[src/rtl/mdu_pkg.sv]
package mdu_pkg;
  typedef enum logic {
    MDU_MUL = 1'b0,
    MDU_DIV = 1'b1
  } mdu_op_e;

  typedef enum logic [1:0] {
    ST_IDLE = 2'd0,
    ST_RUN  = 2'd1,
    ST_FIN  = 2'd2,
    ST_DONE = 2'd3
  } mdu_state_e;
endpackage

[src/rtl/mdu_prep.sv]
// Sign stripping and divide-overflow detection on the raw request operands.
module mdu_prep
  import mdu_pkg::*;
#(
  parameter int W = 18
) (
  input  mdu_op_e        op,
  input  logic [W-1:0]   ac,
  input  logic [W-1:0]   io,
  input  logic [W-1:0]   mem,
  output logic [W-1:0]   hi_init,
  output logic [W-1:0]   lo_init,
  output logic [W-1:0]   mag_v,
  output logic           res_neg,
  output logic           rem_neg,
  output logic           ovf
);
  logic          ac_neg;
  logic [W-1:0]  ac_mag;
  logic [W-1:0]  div_hi;
  logic [W-1:0]  div_lo;

  always_comb begin
    ac_neg  = ac[W-1];
    ac_mag  = ac_neg ? ~ac : ac;
    mag_v   = mem[W-1] ? ~mem : mem;
    res_neg = ac[W-1] ^ mem[W-1];
    rem_neg = ac_neg;
    div_hi  = ac_neg ? ~ac : ac;
    div_lo  = ac_neg ? ~io : io;
    if (op == MDU_DIV) begin
      hi_init = div_hi;
      lo_init = div_lo;
      ovf     = (div_hi >= mag_v);
    end else begin
      hi_init = '0;
      lo_init = ac_mag;
      ovf     = 1'b0;
    end
  end
endmodule

[src/rtl/mdu_datapath.sv]
// Magnitude loop: shift-add multiply, non-restoring divide, one step per clock.
module mdu_datapath
  import mdu_pkg::*;
#(
  parameter int W = 18
) (
  input  logic          clk,
  input  logic          rst_n,
  input  logic          load,
  input  logic          step_en,
  input  logic          last_step,
  input  mdu_op_e       op,
  input  logic [W-1:0]  hi_init,
  input  logic [W-1:0]  lo_init,
  input  logic [W-1:0]  mag_v,
  output logic [W-1:0]  acc,
  output logic [W-1:0]  qio,
  output logic [W-1:0]  vreg,
  output logic          tbit
);
  logic [W-1:0] mul_sum;
  logic [W-1:0] div_sum;
  logic         div_neg;

  always_comb begin
    mul_sum = acc + (qio[0] ? vreg : '0);
    div_sum = tbit ? (acc + vreg) : (acc - vreg);
    div_neg = div_sum[W-1];
  end

  always_ff @(posedge clk or negedge rst_n) begin
    if (!rst_n) begin
      acc  <= '0;
      qio  <= '0;
      vreg <= '0;
      tbit <= 1'b0;
    end else if (load) begin
      acc  <= hi_init;
      qio  <= lo_init;
      vreg <= mag_v;
      tbit <= 1'b0;
    end else if (step_en) begin
      if (op == MDU_MUL) begin
        acc <= {1'b0, mul_sum[W-1:1]};
        qio <= {mul_sum[0], qio[W-1:1]};
      end else begin
        acc  <= last_step ? div_sum : {div_sum[W-2:0], qio[W-1]};
        qio  <= {qio[W-2:0], ~div_neg};
        tbit <= div_neg;
      end
    end
  end

  // Partial product after any multiply step fits below the sign position.
  property p_mul_acc_bound;
    @(posedge clk) disable iff (!rst_n)
      (step_en && !load && op == MDU_MUL) |=> !acc[W-1];
  endproperty
  AST_MUL_ACC_BOUND: assert property (p_mul_acc_bound);

  // The divisor register is frozen while the loop runs.
  property p_divisor_frozen;
    @(posedge clk) disable iff (!rst_n)
      (step_en && !load) |=> $stable(vreg);
  endproperty
  AST_DIVISOR_FROZEN: assert property (p_divisor_frozen);
endmodule

[src/rtl/mdu_finish.sv]
// Remainder correction and ones-complement sign application.
module mdu_finish
  import mdu_pkg::*;
#(
  parameter int W = 18
) (
  input  mdu_op_e       op,
  input  logic [W-1:0]  acc,
  input  logic [W-1:0]  qio,
  input  logic [W-1:0]  vreg,
  input  logic          tbit,
  input  logic          res_neg,
  input  logic          rem_neg,
  output logic [W-1:0]  res_ac,
  output logic [W-1:0]  res_io,
  output logic          res_skip
);
  logic [W-1:0] rem_fix;
  logic         prod_flip;
  logic         quo_flip;
  logic         rem_flip;

  always_comb begin
    rem_fix   = tbit ? (acc + vreg) : acc;
    prod_flip = res_neg && (|{acc, qio});
    quo_flip  = res_neg && (|qio);
    rem_flip  = rem_neg && (|rem_fix);
    if (op == MDU_MUL) begin
      res_ac   = prod_flip ? ~acc : acc;
      res_io   = prod_flip ? ~qio : qio;
      res_skip = 1'b0;
    end else begin
      res_ac   = quo_flip ? ~qio : qio;
      res_io   = rem_flip ? ~rem_fix : rem_fix;
      res_skip = 1'b1;
    end
  end
endmodule

[src/rtl/mdu_ctrl.sv]
// Handshake and iteration sequencing.
module mdu_ctrl
  import mdu_pkg::*;
#(
  parameter int W = 18
) (
  input  logic     clk,
  input  logic     rst_n,
  input  logic     in_valid,
  input  logic     out_ready,
  input  mdu_op_e  op_in,
  input  logic     ovf,
  output logic     in_ready,
  output logic     accept,
  output logic     load,
  output logic     step_en,
  output logic     last_step,
  output logic     fin,
  output logic     out_valid,
  output mdu_op_e  op_q
);
  localparam int CW = $clog2(W + 1);
  localparam logic [CW-1:0] MUL_LAST = CW'(W - 2);
  localparam logic [CW-1:0] DIV_LAST = CW'(W - 1);

  mdu_state_e     state;
  logic [CW-1:0]  cnt;

  always_comb begin
    in_ready  = (state == ST_IDLE);
    accept    = in_ready && in_valid;
    load      = accept && !ovf;
    step_en   = (state == ST_RUN);
    last_step = step_en && (cnt == ((op_q == MDU_DIV) ? DIV_LAST : MUL_LAST));
    fin       = (state == ST_FIN);
    out_valid = (state == ST_DONE);
  end

  always_ff @(posedge clk or negedge rst_n) begin
    if (!rst_n) begin
      state <= ST_IDLE;
      cnt   <= '0;
      op_q  <= MDU_MUL;
    end else begin
      case (state)
        ST_IDLE: if (accept) begin
          op_q  <= op_in;
          cnt   <= '0;
          state <= ovf ? ST_DONE : ST_RUN;
        end
        ST_RUN: begin
          cnt <= cnt + 1'b1;
          if (last_step) state <= ST_FIN;
        end
        ST_FIN:  state <= ST_DONE;
        ST_DONE: if (out_ready) state <= ST_IDLE;
        default: state <= ST_IDLE;
      endcase
    end
  end

  property p_ready_only_idle;
    @(posedge clk) disable iff (!rst_n)
      (out_valid || step_en || fin) |-> !in_ready;
  endproperty
  AST_READY_ONLY_IDLE: assert property (p_ready_only_idle);

  property p_result_waits;
    @(posedge clk) disable iff (!rst_n)
      (out_valid && !out_ready) |=> out_valid;
  endproperty
  AST_RESULT_WAITS: assert property (p_result_waits);

  property p_release;
    @(posedge clk) disable iff (!rst_n)
      (out_valid && out_ready) |=> (!out_valid && in_ready);
  endproperty
  AST_RELEASE: assert property (p_release);

  property p_step_bound;
    @(posedge clk) disable iff (!rst_n)
      step_en |-> (cnt <= DIV_LAST);
  endproperty
  AST_STEP_BOUND: assert property (p_step_bound);
endmodule

[src/rtl/ones_mdu.sv]
module ones_mdu
  import mdu_pkg::*;
#(
  parameter int W = 18
) (
  input  logic          clk,
  input  logic          rst_n,
  input  logic          in_valid,
  output logic          in_ready,
  input  logic          in_op,
  input  logic [W-1:0]  in_ac,
  input  logic [W-1:0]  in_io,
  input  logic [W-1:0]  in_mem,
  output logic          out_valid,
  input  logic          out_ready,
  output logic [W-1:0]  out_ac,
  output logic [W-1:0]  out_io,
  output logic          out_skip
);
  localparam int LW = $clog2(W + 3) + 1;

  mdu_op_e       op_in;
  mdu_op_e       op_q;
  logic [W-1:0]  hi_init, lo_init, mag_v;
  logic          res_neg, rem_neg, ovf;
  logic          accept, load, step_en, last_step, fin;
  logic [W-1:0]  acc, qio, vreg;
  logic          tbit;
  logic          res_neg_q, rem_neg_q;
  logic [W-1:0]  fin_ac, fin_io;
  logic          fin_skip;

  assign op_in = mdu_op_e'(in_op);

  mdu_prep #(.W(W)) u_prep (
    .op(op_in), .ac(in_ac), .io(in_io), .mem(in_mem),
    .hi_init(hi_init), .lo_init(lo_init), .mag_v(mag_v),
    .res_neg(res_neg), .rem_neg(rem_neg), .ovf(ovf)
  );

  mdu_ctrl #(.W(W)) u_ctrl (
    .clk(clk), .rst_n(rst_n), .in_valid(in_valid), .out_ready(out_ready),
    .op_in(op_in), .ovf(ovf), .in_ready(in_ready), .accept(accept),
    .load(load), .step_en(step_en), .last_step(last_step), .fin(fin),
    .out_valid(out_valid), .op_q(op_q)
  );

  mdu_datapath #(.W(W)) u_dp (
    .clk(clk), .rst_n(rst_n), .load(load), .step_en(step_en),
    .last_step(last_step), .op(op_q), .hi_init(hi_init), .lo_init(lo_init),
    .mag_v(mag_v), .acc(acc), .qio(qio), .vreg(vreg), .tbit(tbit)
  );

  mdu_finish #(.W(W)) u_fin (
    .op(op_q), .acc(acc), .qio(qio), .vreg(vreg), .tbit(tbit),
    .res_neg(res_neg_q), .rem_neg(rem_neg_q),
    .res_ac(fin_ac), .res_io(fin_io), .res_skip(fin_skip)
  );

  always_ff @(posedge clk or negedge rst_n) begin
    if (!rst_n) begin
      res_neg_q <= 1'b0;
      rem_neg_q <= 1'b0;
      out_ac    <= '0;
      out_io    <= '0;
      out_skip  <= 1'b0;
    end else begin
      if (load) begin
        res_neg_q <= res_neg;
        rem_neg_q <= rem_neg;
      end
      if (accept && ovf) begin
        out_ac   <= in_ac;
        out_io   <= in_io;
        out_skip <= 1'b0;
      end else if (fin) begin
        out_ac   <= fin_ac;
        out_io   <= fin_io;
        out_skip <= fin_skip;
      end
    end
  end

  // Latency tracking for the checks below.
  logic [LW-1:0] lat_cnt;
  logic [LW-1:0] lat_exp;

  always_ff @(posedge clk or negedge rst_n) begin
    if (!rst_n) begin
      lat_cnt <= '0;
      lat_exp <= '0;
    end else if (accept) begin
      lat_cnt <= LW'(1);
      lat_exp <= ovf ? LW'(1) : ((op_in == MDU_DIV) ? LW'(W + 2) : LW'(W + 1));
    end else if (!in_ready && !out_valid) begin
      lat_cnt <= lat_cnt + 1'b1;
    end
  end

  property p_latency;
    @(posedge clk) disable iff (!rst_n)
      $rose(out_valid) |-> (lat_cnt == lat_exp);
  endproperty
  AST_LATENCY: assert property (p_latency);

  property p_hold;
    @(posedge clk) disable iff (!rst_n)
      (out_valid && !out_ready) |=>
        ($stable(out_ac) && $stable(out_io) && $stable(out_skip));
  endproperty
  AST_HOLD: assert property (p_hold);

  property p_ovf_pass;
    @(posedge clk) disable iff (!rst_n)
      (accept && ovf) |=>
        (out_valid && out_ac == $past(in_ac) && out_io == $past(in_io) && !out_skip);
  endproperty
  AST_OVF_PASS: assert property (p_ovf_pass);

  property p_mul_noskip;
    @(posedge clk) disable iff (!rst_n)
      (out_valid && op_q == MDU_MUL) |-> !out_skip;
  endproperty
  AST_MUL_NOSKIP: assert property (p_mul_noskip);

  property p_no_neg_zero;
    @(posedge clk) disable iff (!rst_n)
      (out_valid && op_q == MDU_MUL) |-> !(&{out_ac, out_io});
  endproperty
  AST_NO_NEG_ZERO: assert property (p_no_neg_zero);
endmodule

[config.mk]
export PLATFORM = sky130hd
export DESIGN_NAME = ones_mdu
export DESIGN_NICKNAME = d
export VERILOG_FILES = /design/src/rtl/mdu_pkg.sv /design/src/rtl/mdu_prep.sv /design/src/rtl/mdu_datapath.sv /design/src/rtl/mdu_finish.sv /design/src/rtl/mdu_ctrl.sv /design/src/rtl/ones_mdu.sv
export SDC_FILE = /design/constraint.sdc
export NUM_CORES = 1
export LEC_CHECK = 0
export BUFFER_PORTS_ARGS = -buffer_cell sky130_fd_sc_hd__buf_2
export CAP_MARGIN = 0
export CORE_MARGIN = 1
export CORE_UTILIZATION = 50
export CTS_CLUSTER_SIZE = 30
export DETAILED_ROUTE_END_ITERATION = 7
export HOLD_SLACK_MARGIN = 0.1
export PLACE_DENSITY_LB_ADDON = 0.1
export SLEW_MARGIN = 20
export SYNTH_ARGS = -nofsm -noshare
export SYNTH_HDL_FRONTEND = slang
export SYNTH_SLANG_ARGS = --single-unit
[constraint.sdc]
create_clock -name clk -period 10.9 [get_ports clk]
set_clock_uncertainty 0.15 [all_clocks]
set_input_delay 1.09 -clock clk [delete_from_list [all_inputs] [get_ports clk]]
set_output_delay 1.09 -clock clk [all_outputs]
set_load 0.02 [all_outputs]
==> flow_results.org <==
** Status
- The flow ran to the end, and the final reports show no timing, DRC or antenna violations.

** Setup path
- In this run the worst setup path begins at in_ac[17].
- STA classifies the critical path endpoint as a register.
- Type of the worst setup path :: primary input to register
- Largest fanout on the critical path :: 49
- Flop2flop setup slack :: roughly 6300 ps
- Measured in cells, the most critical reg-to-reg path has a length of 11.
- The startpoint identified for the worst register-to-register timing path is u_dp.acc[2]$_DFFE_PN0P_.
- Critical path data required time :: 10,970 ps
- Setup crit start kind :: primary input
- For the worst setup path, the data arrival time is approximately 5700 ps.
- R2R Path End :: out_io[17]$_DFFE_PN0P_

** Min path
- For hold timing, the worst endpoint is out_skip$_DFFE_PN0P_.
- The min-delay analysis places its worst path in the category register to register.
- Along the worst hold path, the cell count comes to 2.
- Hold Crit Start :: out_skip$_DFFE_PN0P_

** Timing
- Final period util :: 0.5149
- RSZ-0062 raised after global routing :: no
- For this run, the top clock speed supported by timing is approximately 180 MHz.
- Minimum clock period after layout :: 5613 ps
- Transition time at the pin with the least slew margin :: between 1000 and 1500 ps
- Setup TNS :: 0 ps
- Once routing completed, OpenROAD measured the worst setup slack at 5287 ps.
- Final count of pins violating max slew :: 0
- Setup violations remaining at the end of the flow were counted as 0.
- The final hold violation count was 0.
- Slew Limit Headroom :: 0.2224

** Place
- The congestion estimate from routability-driven global placement came to about 0.92.
- Setup slack at placement :: about 5000 ps
- Buffers on Ports :: between 90 and 100
- Detailed placement HPWL :: 24,770 um

** Floorplan
- The die covers 21,190 sq um.
- Ports placed on the boundary :: 98
- Floorplan Core Area :: 20,230 sq um
- Die X-Extent :: about 150 um
- The floorplan has 52 rows.
- The initial utilization of the core area, before any placement, comes to 0.5093.
- Die Y :: 145.6 um

** Yosys
- Syn_area_per_cell :: between 7 and 8 sq um
- Synthesis warning total :: 0
- Number of flops mapped to enable cells by yosys :: 0
- Among all flip-flop cells after synthesis, the most frequent one is sky130_fd_sc_hd__dfrtp_1.
- Unique masters post-synth :: a little over 70
- For this run, the register share of the synthesized area comes to 0.2452.
- The largest total area in the synthesized netlist belongs to sky130_fd_sc_hd__dfrtp_1.
- Counting flops and latches in the post-synthesis netlist gives between 100 and 150.
- Post-Synthesis Net Count :: between 1k and 1.5k
- Netlist area before placement :: 10,310 sq um
- Ys async rst share :: 1.000
- Ranking of synthesized cells by area :: sky130_fd_sc_hd__dfrtp_1, sky130_fd_sc_hd__ha_1, sky130_fd_sc_hd__mux2i_1
- The cell count after synthesis came out at roughly 1.3k.
- Proportion of netlist area held by the largest area contributor :: 0.2452

** Clock tree
- The cell sitting at the root of the clock tree is a sky130_fd_sc_hd__clkbuf_16.
- The number of setup buffers added after CTS is 0.
- Cts hold-fix bufs :: 0
- Largest buffer count on any clock path :: 2
- CTS clock-pin slew for the worst setup and hold paths :: 70 ps
- In this run, post-CTS repair resized a total of 0 instances.
- H-tree levels :: 3
- Source-to-sink clock delay at the later pin of the worst-skew pair :: 360 ps
- The clock net in this run drives a total of 101 sinks.
- CTS tree :: yes
- In this run, CTS created clock tree buffers numbering 9.

** Routing
- Number of nets with antenna violations after detailed routing :: 0
- Drt wl/cell :: 20.77 um
- First-iteration detailed-routing DRC count :: between 800 and 900
- For this run, design rule violations remaining after detail routing come to 0.
- Total detailed-routing wirelength :: 33,540 um
- After detailed routing, the number of vias per cell comes to slightly above 6.
- Count of vias placed by the detailed router :: 9,983
- The pre-antenna-repair detailed-routing pass consisted of 5 iterations.

** Layout
- Number of antenna repair diodes :: 0
- Measured on the finished design, the core utilization comes to 0.5508.
- The library cell used most frequently in the layout, excluding fill and tap cells, is sky130_fd_sc_hd__nand2_1.
- In the final layout, the share of cells above drive strength 1 is 0.1204.
- Synth-to-Final Area Change :: 8.134%
- In the layout the commonest cells are sky130_fd_sc_hd__nand2_1, sky130_fd_sc_hd__o21ai_0, sky130_fd_sc_hd__nor2_1, sky130_fd_sc_hd__dfrtp_1, sky130_fd_sc_hd__buf_2.
- Final net count :: 1,475
- Number of filler instances in the final layout :: between 1.5k and 2k

** GRT
- Global routing finished with a remaining overflow of 0.
- All-layer global routing usage :: 0.3199
- Entering global routing, the biggest net connects a little over 70 pins.
- The via count of the first global-routing pass came to approximately 9.3k.
- The first global-routing pass estimated roughly 53,000 um of wire.
- Number of antenna violations at the first check in global routing :: 0

** Flow run
- The tool flagged a number of max-cap violations equal to 0.

** Pwr
- Peak ir drop on the vdd network :: approximately 0.14 mV
- For this design the static power due to leakage is roughly 4.7 nW.
- PD cells :: around 390 nW/um^2
[layout make-up]
type | instances | area, sq um | share of cell area
Sequential cell | 101 | 2532 | 0.2272
Clock inverter | 4 | 22.52 | 0.002021
Tap cell | 270 | 337.8 | 0.03031
Multi-Input combinational cell | 1069 | 7237 | 0.6494
Clock buffer | 12 | 256.5 | 0.02302
Timing Repair Buffer | 107 | 563.0 | 0.05052
Inverter | 52 | 195.2 | 0.01751
[synth_stat cells, types with 5 or more instances]
master                      number
sky130_fd_sc_hd__dfrtp_1       101
sky130_fd_sc_hd__o21a_1          8
sky130_fd_sc_hd__buf_1          15
sky130_fd_sc_hd__o211ai_1       33
sky130_fd_sc_hd__ha_1           73
sky130_fd_sc_hd__o31ai_1        11
sky130_fd_sc_hd__nor4_1         11
sky130_fd_sc_hd__or3_1          16
sky130_fd_sc_hd__mux2i_1        63
sky130_fd_sc_hd__o21ai_1         7
sky130_fd_sc_hd__and2_1         22
sky130_fd_sc_hd__a21o_1         14
sky130_fd_sc_hd__nor2b_1        18
sky130_fd_sc_hd__clkbuf_1       72
sky130_fd_sc_hd__nand2b_1       17
sky130_fd_sc_hd__nor2_1        101
sky130_fd_sc_hd__or2_2          12
sky130_fd_sc_hd__nand4_1         8
sky130_fd_sc_hd__xnor2_1        68
sky130_fd_sc_hd__nor3_1         19
sky130_fd_sc_hd__a311oi_1        5
sky130_fd_sc_hd__buf_2           8
sky130_fd_sc_hd__o22ai_1        15
sky130_fd_sc_hd__and3_1          6
sky130_fd_sc_hd__a21oi_1        76
sky130_fd_sc_hd__a211oi_1       13
sky130_fd_sc_hd__inv_1          51
sky130_fd_sc_hd__xor2_1         45
sky130_fd_sc_hd__a221oi_1       11
sky130_fd_sc_hd__mux2_2          9
sky130_fd_sc_hd__o21ai_0       117
sky130_fd_sc_hd__nand3_1        28
sky130_fd_sc_hd__a31oi_1        31
sky130_fd_sc_hd__nand2_1       132
sky130_fd_sc_hd__a2111oi_0       8
[state kept, by name, summed over array words and instances, names as in the netlist]
signal        flops
u_dp.vreg        17
out_io           18
u_ctrl.cnt        5
u_dp.tbit         1
u_ctrl.state      2
u_dp.acc         18
res_neg_q         1
u_ctrl.op_q       1
u_dp.qio         18
out_skip          1
out_ac           18
rem_neg_q         1
[routing by layer]
metal  part of all wire  track usage  vias up
met2               0.47       0.5202      345
met4              0.030       0.1074        0
li1                   -            -     4791
met5                  0            0        -
met3              0.050      0.03323       50
met1               0.45       0.4441     4797
[logic make-up (layout without fill, tap and decap cells)]
kind of cell,after synthesis,after routing,share of synthesized area
AO/OA/AOI/OAI,399,399,0.2480
XOR/XNOR,113,113,0.09603
adder cells (fa/ha/maj),76,76,0.09445
buffers and inverters,148,175,0.05524
flip-flops,101,101,0.2452
multiplexers,72,72,0.07102
AND/OR/NAND/NOR,409,409,0.1900
[critical path, stage by stage]
cell	delay, ps
sky130_fd_sc_hd__buf_2	80
sky130_fd_sc_hd__buf_4	510
sky130_fd_sc_hd__xnor2_1	200
sky130_fd_sc_hd__ha_1	310
sky130_fd_sc_hd__nand2b_1	100
sky130_fd_sc_hd__a2111o_1	130
sky130_fd_sc_hd__a311oi_1	100
sky130_fd_sc_hd__o31ai_1	470
sky130_fd_sc_hd__nand4_1	190
sky130_fd_sc_hd__a32oi_1	550
sky130_fd_sc_hd__a21o_2	600
sky130_fd_sc_hd__buf_4	520
sky130_fd_sc_hd__nand2_1	410
sky130_fd_sc_hd__o22ai_1	280
sky130_fd_sc_hd__a21oi_1	60
[power by group]
group          total, mW  internal (mW)  switching, mW
registers          0.916          0.571          0.345
logic               3.08           1.22           1.85
clock network      0.318          0.167          0.151
total               4.31           1.96           2.35
[worst max path at each step]
stage / to / slack, ps / depth (start not counted)
after floorplan: u_dp.acc[5]$_DFFE_PN0P_ / 6170 / 14
final: u_dp.acc[14]$_DFFE_PN0P_ / 5290 / 15
after detailed placement: u_dp.acc[14]$_DFFE_PN0P_ / 5140 / 15
after global routing: u_dp.acc[14]$_DFFE_PN0P_ / 5060 / 15
after CTS: u_dp.acc[14]$_DFFE_PN0P_ / 5450 / 15
after global placement: u_dp.acc[14]$_DFFE_PN0P_ / 5200 / 15
[stage by stage]
step	power [mW]	instance area (sq um)	std cells	hold slack, ps
after floorplan	3.109	10310	1318	334.2
after global placement	3.903	10870	1599	354.8
after detailed placement	3.949	10870	1599	368.5
after CTS	4.273	11140	1615	388.2
after global routing	4.663	11140	1615	406.4
final	4.310	11140	1615	376.1
Note: power is estimated with default switching activity, not from simulation.
